**config.mk**
```make
export PLATFORM = sky130hd
export DESIGN_NAME = burst_sample_fifo
export DESIGN_NICKNAME = d
export VERILOG_FILES = /design/src/rtl/burst_sample_fifo.sv
export SDC_FILE = /design/constraint.sdc
export NUM_CORES = 1
export LEC_CHECK = 0
export ABC_AREA = 1
export ABC_CLOCK_PERIOD_IN_PS = 2800
export BUFFER_PORTS_ARGS = -buffer_cell sky130_fd_sc_hd__buf_2
export CAP_MARGIN = 10
export CORE_MARGIN = 1.5
export CORE_UTILIZATION = 55
export CTS_CLUSTER_DIAMETER = 30
export DETAILED_ROUTE_END_ITERATION = 6
export GPL_TIMING_DRIVEN = 0
export PLACE_DENSITY = 0.74
export REMOVE_ABC_BUFFERS = 1
export SYNTH_ARGS = -nofsm -noshare
export SYNTH_HDL_FRONTEND = slang
export SYNTH_SLANG_ARGS = --single-unit
```
**constraint.sdc**
```tcl
create_clock -name clk -period 2.8 [get_ports clk]
set_clock_uncertainty 0.15 [all_clocks]
set_input_delay 0.14 -clock clk [delete_from_list [all_inputs] [get_ports clk]]
set_output_delay 0.14 -clock clk [all_outputs]
set_load 0.01 [all_outputs]
```
**src/rtl/burst_sample_fifo.sv**
```systemverilog
`timescale 1ns/1ps
module burst_sample_fifo #(
  parameter int DW = 16,
  parameter int LW = 3,
  parameter int DEPTH = 32,
  parameter int SKIP_WORDS = 16
) (
  input  logic          clk,
  input  logic          rst_n,
  input  logic [LW-1:0] lvl,
  input  logic          smp_valid,
  input  logic [DW-1:0] smp_data,
  input  logic          cs_n,
  input  logic          rd_n,
  output logic [DW-1:0] dout,
  output logic          rdy
);
  localparam int AW = $clog2(DEPTH);
  localparam int CW = $clog2(SKIP_WORDS + 1);

  typedef enum logic [2:0] {S_WAKE, S_COLL, S_PEND, S_READ, S_STALL} st_t;

  st_t st, st_d;
  logic [DW-1:0] mem [DEPTH];
  logic [DW-1:0] latest;
  logic [AW-1:0] wptr, base, base_d;
  logic [CW-1:0] cnt, cnt_d, cnt_inc, rcnt, rcnt_d, rlen, rlen_d, size;
  logic rd_q, fall, byp, fire, take, byp_take;
  logic stalled, asleep;

  assign size    = CW'(lvl) << 1;
  assign byp     = (lvl == '0);
  assign fall    = rd_q & ~rd_n & ~cs_n;
  assign cnt_inc = (smp_valid && cnt != CW'(SKIP_WORDS)) ? cnt + CW'(1) : cnt;
  assign stalled = (st == S_STALL);
  assign asleep  = (st == S_WAKE);

  always_comb begin
    st_d = st;
    cnt_d = cnt;
    rcnt_d = rcnt;
    rlen_d = rlen;
    base_d = base;
    fire = 1'b0;
    take = 1'b0;
    byp_take = 1'b0;
    case (st)
      S_WAKE: begin
        if (fall) begin
          st_d = S_COLL;
          cnt_d = '0;
        end
      end
      S_STALL: ;
      default: begin
        if (byp) begin
          fire = smp_valid;
          byp_take = fall;
        end else begin
          cnt_d = cnt_inc;
          if (fall) begin
            if (st == S_COLL) begin
              st_d = S_STALL;
            end else begin
              take = 1'b1;
              if (rcnt + CW'(1) == rlen) begin
                st_d = S_COLL;
                rcnt_d = '0;
              end else begin
                st_d = S_READ;
                rcnt_d = rcnt + CW'(1);
              end
            end
          end
          if (smp_valid && st_d != S_STALL) begin
            if ((st_d == S_COLL && cnt_inc >= size) ||
                (st_d == S_PEND && cnt_inc == CW'(SKIP_WORDS))) begin
              fire = 1'b1;
              st_d = S_PEND;
              cnt_d = '0;
              rcnt_d = '0;
              rlen_d = size;
              base_d = wptr - AW'(size) + AW'(1);
            end else if (st_d == S_READ && cnt_inc >= size) begin
              st_d = S_STALL;
            end
          end
        end
      end
    endcase
  end

  always_ff @(posedge clk) begin
    if (smp_valid) mem[wptr] <= smp_data;
  end

  always_ff @(posedge clk or negedge rst_n) begin
    if (!rst_n) begin
      st <= S_WAKE;
      cnt <= '0;
      rcnt <= '0;
      rlen <= '0;
      base <= '0;
      wptr <= '0;
      latest <= '0;
      rd_q <= 1'b1;
      dout <= '0;
      rdy <= 1'b0;
    end else begin
      st <= st_d;
      cnt <= cnt_d;
      rcnt <= rcnt_d;
      rlen <= rlen_d;
      base <= base_d;
      rd_q <= rd_n;
      rdy <= fire;
      if (smp_valid) begin
        wptr <= wptr + AW'(1);
        latest <= smp_data;
      end
      if (take) dout <= mem[base + AW'(rcnt)];
      else if (byp_take) dout <= latest;
    end
  end
endmodule


```
==> flow_metrics.py, run 1 <==
metrics = {
    "worst_setup_path": {
        "regToRegSetupSlack_ps": -370,
        "cp.required_ps": 3220,
        "worstPathArrival_ps": 3590,
        "start_kind": "flop",
        "critPathKind": "flop to flop",
        "crit_path_end_kind": "flop",
        "reg2reg_to": "dout[5]",
        "ff2ff_path_depth": 13,
        "r2r_start": "base[0]",
        "critPathMaxFanout": 15,
    },
    "pwr": {
        "leakagePower_nw": 11.2,
        "p_per_area_nw_per_um2": 1490,
        "peakVddDrop_uv": 773,
    },
    "global_routing": {
        "gr-total-overflow": 0,
        "antenna_found_initial": 0,
        "grt_start_max_net_pins": 111,
        "grt_pass1_vias": 17700,
        "grt_first_pass_wirelength_mm": 104,
        "grt_use_total_pct": 31.6,
    },
    "drt": {
        "drcViolationCount": 0,
        "via_count": 18522,
        "wl_per_cell_um": 27.7,
        "totalWireLength_mm": 77.5,
        "drtPass1Iterations": 7,
        "ant_nets": 0,
        "via_per_inst": 6.62,
        "first_iter_violations": 3020,
    },
    "finish": {
        "fin_area_um2": 30700,
        "instances_no_fill": 2798,
        "antennaDiodeCount": 0,
        "drive_gt1_share_pct": 22.0,
        "fin_nets": 2217,
        "syn2layout_area_growth_pct": 29.3,
    },
    "synth": {
        "synth_async_sr_flop_share_pct": 10.5,
        "syn_inst": 2001,
        "ys_ff_latch": 572,
        "ys_seq_area_share_pct": 71.2,
        "avgSynthCellArea_um2": 11.8,
        "syn_area_um2": 23700,
        "synth_edf_count": 512,
        "synth_ff_type": "edfxtp_1",
        "ys_warn_count": 0,
        "synth_cell_type_count": 40,
    },
    "placed_design": {
        "place_congestion": 0.900,
        "placed_area_um2": 25000,
        "dp_cells": 2506,
        "io_buffers": 40,
        "dp_hpwl_mm": 34.0,
    },
    "cts": {
        "cts_buffer_depth": 3,
        "cts_sinks": 572,
        "clk_pin_slew_worst_paths_ps": 50,
        "clock_latency_ps": 650,
        "cts_tree": "done",
        "cts_buffers": 102,
        "root_buffer": "clkbuf_16",
        "h-tree-depth": 3,
    },
    "min_path": {
        "hold_start": "lvl[0]",
        "hold_end": "base[2]",
        "min-delay-path-class": "input pin to flop",
        "hold_depth": 6,
    },
    "timing": {
        "slew_headroom_pct": 27.2,
        "fin_crit_ps": 3170,
        "hold_viol": 0,
        "worst_slew_pin_slew_ps": 1090,
        "setup_viol": 25,
        "rsz0062_at_grt": "yes",
        "period_share_pct": 113,
        "final-max-slew-violation-count": 0,
        "setup_ws_ps": -374,
        "fmax_mhz": 315,
    },
    "die": {
        "core_um2": 42200,
        "die_y_um": 211,
        "initial_core_util_pct": 56.1,
        "fp-row-count": 75,
        "die_area_um2": 44300,
        "io_pins": 41,
        "die_x_um": 211,
    },
    "status": {
        "failed_checks": "negative setup slack",
        "status": "finished with violations",
    },
    "flow_run": {
        "maxCapViolations": 0,
    },
}
-- final cells by class --
cell class | instances | area, um2
flip-flops and latches | 572 | 16900
fillers | 2423 | 11600
multi-input cells | 1241 | 6730
clock buffers | 119 | 2700
repair buffers | 178 | 2380
clock inverters | 73 | 886
well taps | 539 | 674
inverters | 71 | 348
repair inverters | 5 | 61.3
-- metal layers --
layer  global-route usage, %  part of all wire, %  vias up
met5                       0                    0        -
met4                    17.4                  6.5        0
met3                    7.35                   15      401
met2                    50.9                   46     1664
met1                    39.8                   33     8884
li1                        -                    -     7573
-- through the flow --
step / total power [mW] / hold slack [ps] / utilization, % / setup WS, ps / TNS (ps)
floorplan: 16.8 / -306 / - / -5600 / -89310
global placement: 17.4 / 112 / 57.0 / -12750 / -431020
detailed placement: 24.5 / 28.8 / 59.1 / -1190 / -29110
CTS: 40.7 / 11.0 / 70.4 / -242 / -3410
global route: 46.7 / 79.5 / 72.6 / -445 / -8590
finish: 45.5 / 39.0 / 72.6 / -374 / -5000
-- synthesized netlist by cell type, types with 2 or more instances --
library cell  number  share of area (%)
buf_1             13               0.21
nand3_1           97                2.0
clkinv_1           2              0.032
o22ai_1           66                1.7
xor2_1             7               0.26
nor2_1           355                5.6
nand2_2            6               0.16
dfrtp_1           59                6.2
nand4_1           15               0.40
o211ai_1          45                1.4
inv_1             63                1.0
nand2_1          254                4.0
o221ai_1          12               0.44
o21ai_2            2              0.074
nor2_2             2              0.053
inv_2              6              0.095
nor3_1             3              0.063
a21oi_1           11               0.23
nand2_4            3               0.14
buf_2             30               0.63
nand3_2           10               0.42
xnor2_1            3               0.11
ha_1              20                1.1
fa_1               2               0.17
o21ai_0          289                6.1
clkbuf_1          73                1.2
edfxtp_1         512                 65
o21ai_1           28               0.59
buf_4              2              0.063
-- how the worst max path moves through the flow --
stage                        from  depth (start not counted)  slack (ps)       end
after CTS                 rcnt[0]                         13        -240   dout[0]
after detailed placement  rcnt[0]                         14       -1190  dout[12]
after global placement    rcnt[0]                         10      -12750  dout[13]
final                     base[0]                         13        -370   dout[5]
after global routing      base[0]                         13        -440   dout[1]
after floorplan           rcnt[0]                         10       -5600  dout[11]
-- layout by cell type, fill, tap and decap left out, types with 44 or more instances in the layout --
| master | Yosys | layout |
|---|---|---|
| clkbuf_16 | 0 | 118 |
| dfrtp_1 | 59 | 57 |
| edfxtp_1 | 512 | 512 |
| inv_1 | 63 | 53 |
| nand2_1 | 254 | 237 |
| nand3_1 | 97 | 55 |
| nand3_2 | 10 | 44 |
| nor2_1 | 355 | 318 |
| o211ai_1 | 45 | 45 |
| o21ai_0 | 289 | 251 |
| o21ai_1 | 28 | 51 |
| o22ai_1 | 66 | 66 |
-- worst max-delay path, stage by stage, from the launching register on --
cell	delay, ps
dfrtp_1	410
ha_4	180
fa_4	830
buf_12	180
buf_12	150
buf_16	170
o21ai_0	100
o22ai_1	240
nand2_1	120
nand3_2	110
nand3_4	150
o21ai_2	120
o21ai_1	90
nand2_1	80
-- flip-flops by register name (all words and copies together), names as in the netlist --
name	cells
rdy	1
wptr	5
latest	16
st	3
rd_q	1
cnt	5
rcnt	5
base	5
dout	16
rlen	3
mem	512
-- cell families (layout without fill, tap and decap cells) --
group / Yosys count / count (layout) / share of synthesized area [%]
fa+ha+maj: 22 / 22 / 1.22
simple gates: 750 / 752 / 13.1
compound gates: 455 / 455 / 10.7
xor+xnor: 12 / 12 / 0.507
flops: 572 / 572 / 71.2
buf+inv: 190 / 446 / 3.23
-- power breakdown --
part | internal (mW) | switching (mW) | leakage [nW]
Clock | 8.55 | 4.36 | 1.75
Combinational | 7.85 | 14.2 | 4.08
Sequential | 10.1 | 0.470 | 5.36
-- repair_timing --
item / in CTS / in global routing
hold buffers: 25 / 0
pin swaps: 18 / 52
buffers inserted: 21 / 19
gates cloned: 16 / 21
gates resized for setup: 90 / 115
hold endpoints to repair: 595 / 0
setup endpoints to repair: 44 / 63
(Power assumes the default switching activity.)
==> run 2, diff against run 1 <==
==> constraint.sdc (replaced) <==
create_clock -name clk -period 2.8 [get_ports clk]
set_clock_uncertainty 0.15 [all_clocks]
set_input_delay 0.42 -clock clk [delete_from_list [all_inputs] [get_ports clk]]
set_output_delay 0.42 -clock clk [all_outputs]
set_load 0.01 [all_outputs]
==> run 2 against run 1 <==
  * Core utilization shrank 1.0 points
  * Critical endpoint is now dout[1]
  * The run ends with design-rule violations, negative setup slack left
  * First-iteration DRC count is 13% lower
  * Power down 3.5%
==> flow_metrics.py, run 2 (synthesized netlist as in run 1, its figures left out) <==
metrics = {
    "placed_design": {
        "io_buffers": 40,
        "dp_cells": 2506,
        "place_congestion": 0.900,
        "dp_hpwl_mm": 34.0,
    },
    "timing": {
        "fmax_mhz": 293,
        "setup_ws_ps": -610,
        "final-max-slew-violation-count": 0,
        "fin_crit_ps": 3410,
        "hold_viol": 0,
        "setup_viol": 36,
        "worst_slew_pin_slew_ps": 952,
        "rsz0062_at_grt": "yes",
        "slew_headroom_pct": 36.5,
        "period_share_pct": 122,
    },
    "pwr": {
        "leakagePower_nw": 11.0,
        "power_switching_mw": 18.1,
        "p_total_mw": 44.0,
        "peakVddDrop_uv": 689,
        "intPower_mw": 25.9,
        "seq_power_share_pct": 23.9,
        "p_per_area_nw_per_um2": 1450,
        "power.share.switching_pct": 41.2,
        "clockPowerShare_pct": 29.3,
        "p_comb_share_pct": 46.8,
    },
    "drt": {
        "first_iter_violations": 2641,
        "drcViolationCount": 1,
        "totalWireLength_mm": 72.8,
        "wl_per_cell_um": 26.3,
        "via_per_inst": 6.47,
        "via_count": 17889,
        "ant_nets": 0,
        "drtPass1Iterations": 7,
    },
    "worst_setup_path": {
        "crit_top_cell": "nand2_1",
        "ff2ff_path_depth": 14,
        "path_delay_family": "adder cells",
        "setup.worst_path.start": "rcnt[0]",
        "crit_end": "dout[1]",
        "slowest_delay_ps": 800,
        "reg2reg_to": "dout[1]",
        "regToRegSetupSlack_ps": -610,
        "worstPathCellList": "ha_4, fa_4, buf_12, buf_12, buf_8, buf_12, o21ai_0, o211ai_1, nand3_1, nand2_1, nand2_1, nand2_1, nand2_1, o211ai_1",
        "critPathKind": "flop to flop",
        "start_kind": "flop",
        "slowest_stage": "fa_4",
        "cp.required_ps": 3190,
        "crit_path_end_kind": "flop",
        "r2r_start": "rcnt[0]",
        "cp.depth": 14,
        "critPathMaxFanout": 20,
        "worstPathArrival_ps": 3800,
        "cp_num_buf_inv": 4,
    },
    "die": {
        "initial_core_util_pct": 56.1,
        "core_um2": 42200,
        "die_y_um": 211,
        "io_pins": 41,
        "die_x_um": 211,
        "fp-row-count": 75,
        "die_area_um2": 44300,
    },
    "finish": {
        "largest_register_ffs": 512,
        "top_register": "mem",
        "instances_no_fill": 2766,
        "layout_commonest_cell": "edfxtp_1",
        "syn2layout_area_growth_pct": 27.5,
        "layout.cells.most_common_list": "edfxtp_1, nor2_1, o21ai_0",
        "seqCellArea_um2": 16900,
        "multiInputGateArea_um2": 6740,
        "antennaDiodeCount": 0,
        "reg.largest.list": "mem (512), dout (16), latest (16)",
        "num-fill-cells": 2466,
        "drive_gt1_share_pct": 22.0,
        "fin_nets": 2185,
    },
    "global_routing": {
        "grt_use_total_pct": 31.4,
        "grt_first_pass_wirelength_mm": 103,
        "gr-total-overflow": 0,
        "grt_pass1_vias": 17573,
        "grt_start_max_net_pins": 111,
        "antenna_found_initial": 0,
    },
    "cts": {
        "root_buffer": "clkbuf_16",
        "clock_latency_ps": 650,
        "cts_tree": "done",
        "h-tree-depth": 3,
        "cts_sinks": 572,
        "cts_buffers": 102,
        "clk_pin_slew_worst_paths_ps": 50,
        "cts_buffer_depth": 3,
    },
    "min_path": {
        "min-delay-path-class": "input pin to flop",
        "hold_depth": 4,
    },
    "flow_run": {
        "maxCapViolations": 0,
    },
    "status": {
        "failed_checks": "design-rule violations, negative setup slack",
        "status": "finished with violations",
    },
}
-- run 2: cell types whose count changed in the layout (fill, tap and decap cells not counted), sizes merged --
cell and delta:
dlygate4sd3 -19, buf -3, clkbuf -7, clkinv -1, inv -2
-- run 2: cell type report --
class | count | area share [%]
Clock buffer | 119 | 8.93
Clock inverter | 73 | 2.93
Inverter | 71 | 1.11
Multi-Input combinational cell | 1241 | 22.3
Sequential cell | 572 | 55.9
Tap cell | 539 | 2.23
Timing Repair Buffer | 149 | 6.55
Timing Repair inverter | 2 | 0.0911
-- run 2: metal layers --
layer | vias to the layer above | track usage [%] | routed length, um
li1 | 7505 | - | -
met1 | 8674 | 39.8 | 24700
met2 | 1424 | 50.6 | 34300
met3 | 286 | 7.63 | 9920
met4 | 0 | 16.7 | 3900
met5 | - | 0 | 0
-- run 2: worst min path at each step --
| stage | to | slack (ps) | from |
|---|---|---|---|
| floorplan | base[0] | -30 | rst_n |
| global placement | dout[7] | 310 | dout[7] |
| detailed placement | cnt[1] | 310 | rst_n |
| CTS | st[0] | 70 | lvl[1] |
| global route | st[0] | 130 | lvl[1] |
| finish | st[0] | 100 | lvl[2] |
-- run 2: worst register-to-register path: cells and delay by family, from the launching register on --
kind,cells,cell delay [ps]
adders and majority gates,2,970
and+or+nand+nor,5,680
buffers and inverters,4,560
AOI/OAI and AO/OA,3,520
DFF,1,420
-- run 2: power groups by stage --
stage / Clock [mW] / Sequential, mW / Combinational [mW]
5_1_grt: 13.3 / 10.5 / 21.5
4_1_cts: 12.8 / 10.5 / 17.4
2_1_floorplan: 0 / 10.5 / 6.24
3_5_place_dp: 0 / 10.6 / 13.9
3_3_place_gp: 0 / 10.6 / 6.76
6_report: 12.9 / 10.5 / 20.6
-- run 2: what timing repair did --
action,4_1_cts,5_1_grt
setup endpoints to repair,44,63
gates resized for setup,90,111
buffers inserted,21,19
pin swaps,18,79
hold buffers,6,0
hold endpoints to repair,27,0
gates cloned,16,9
-- run 2: stage by stage --
step / hold WS (ps) / util [%] / cell area, um2 / worst slack, ps / TNS (ps)
floorplan: -25.6 / - / 23200 / -5600 / -89310
global placement: 314 / 57.0 / 24100 / -12750 / -578680
detailed placement: 309 / 59.1 / 25000 / -1190 / -70170
CTS: 69.8 / 69.9 / 29500 / -242 / -3410
global route: 133 / 71.6 / 30200 / -642 / -8940
finish: 95.3 / 71.6 / 30200 / -610 / -5400
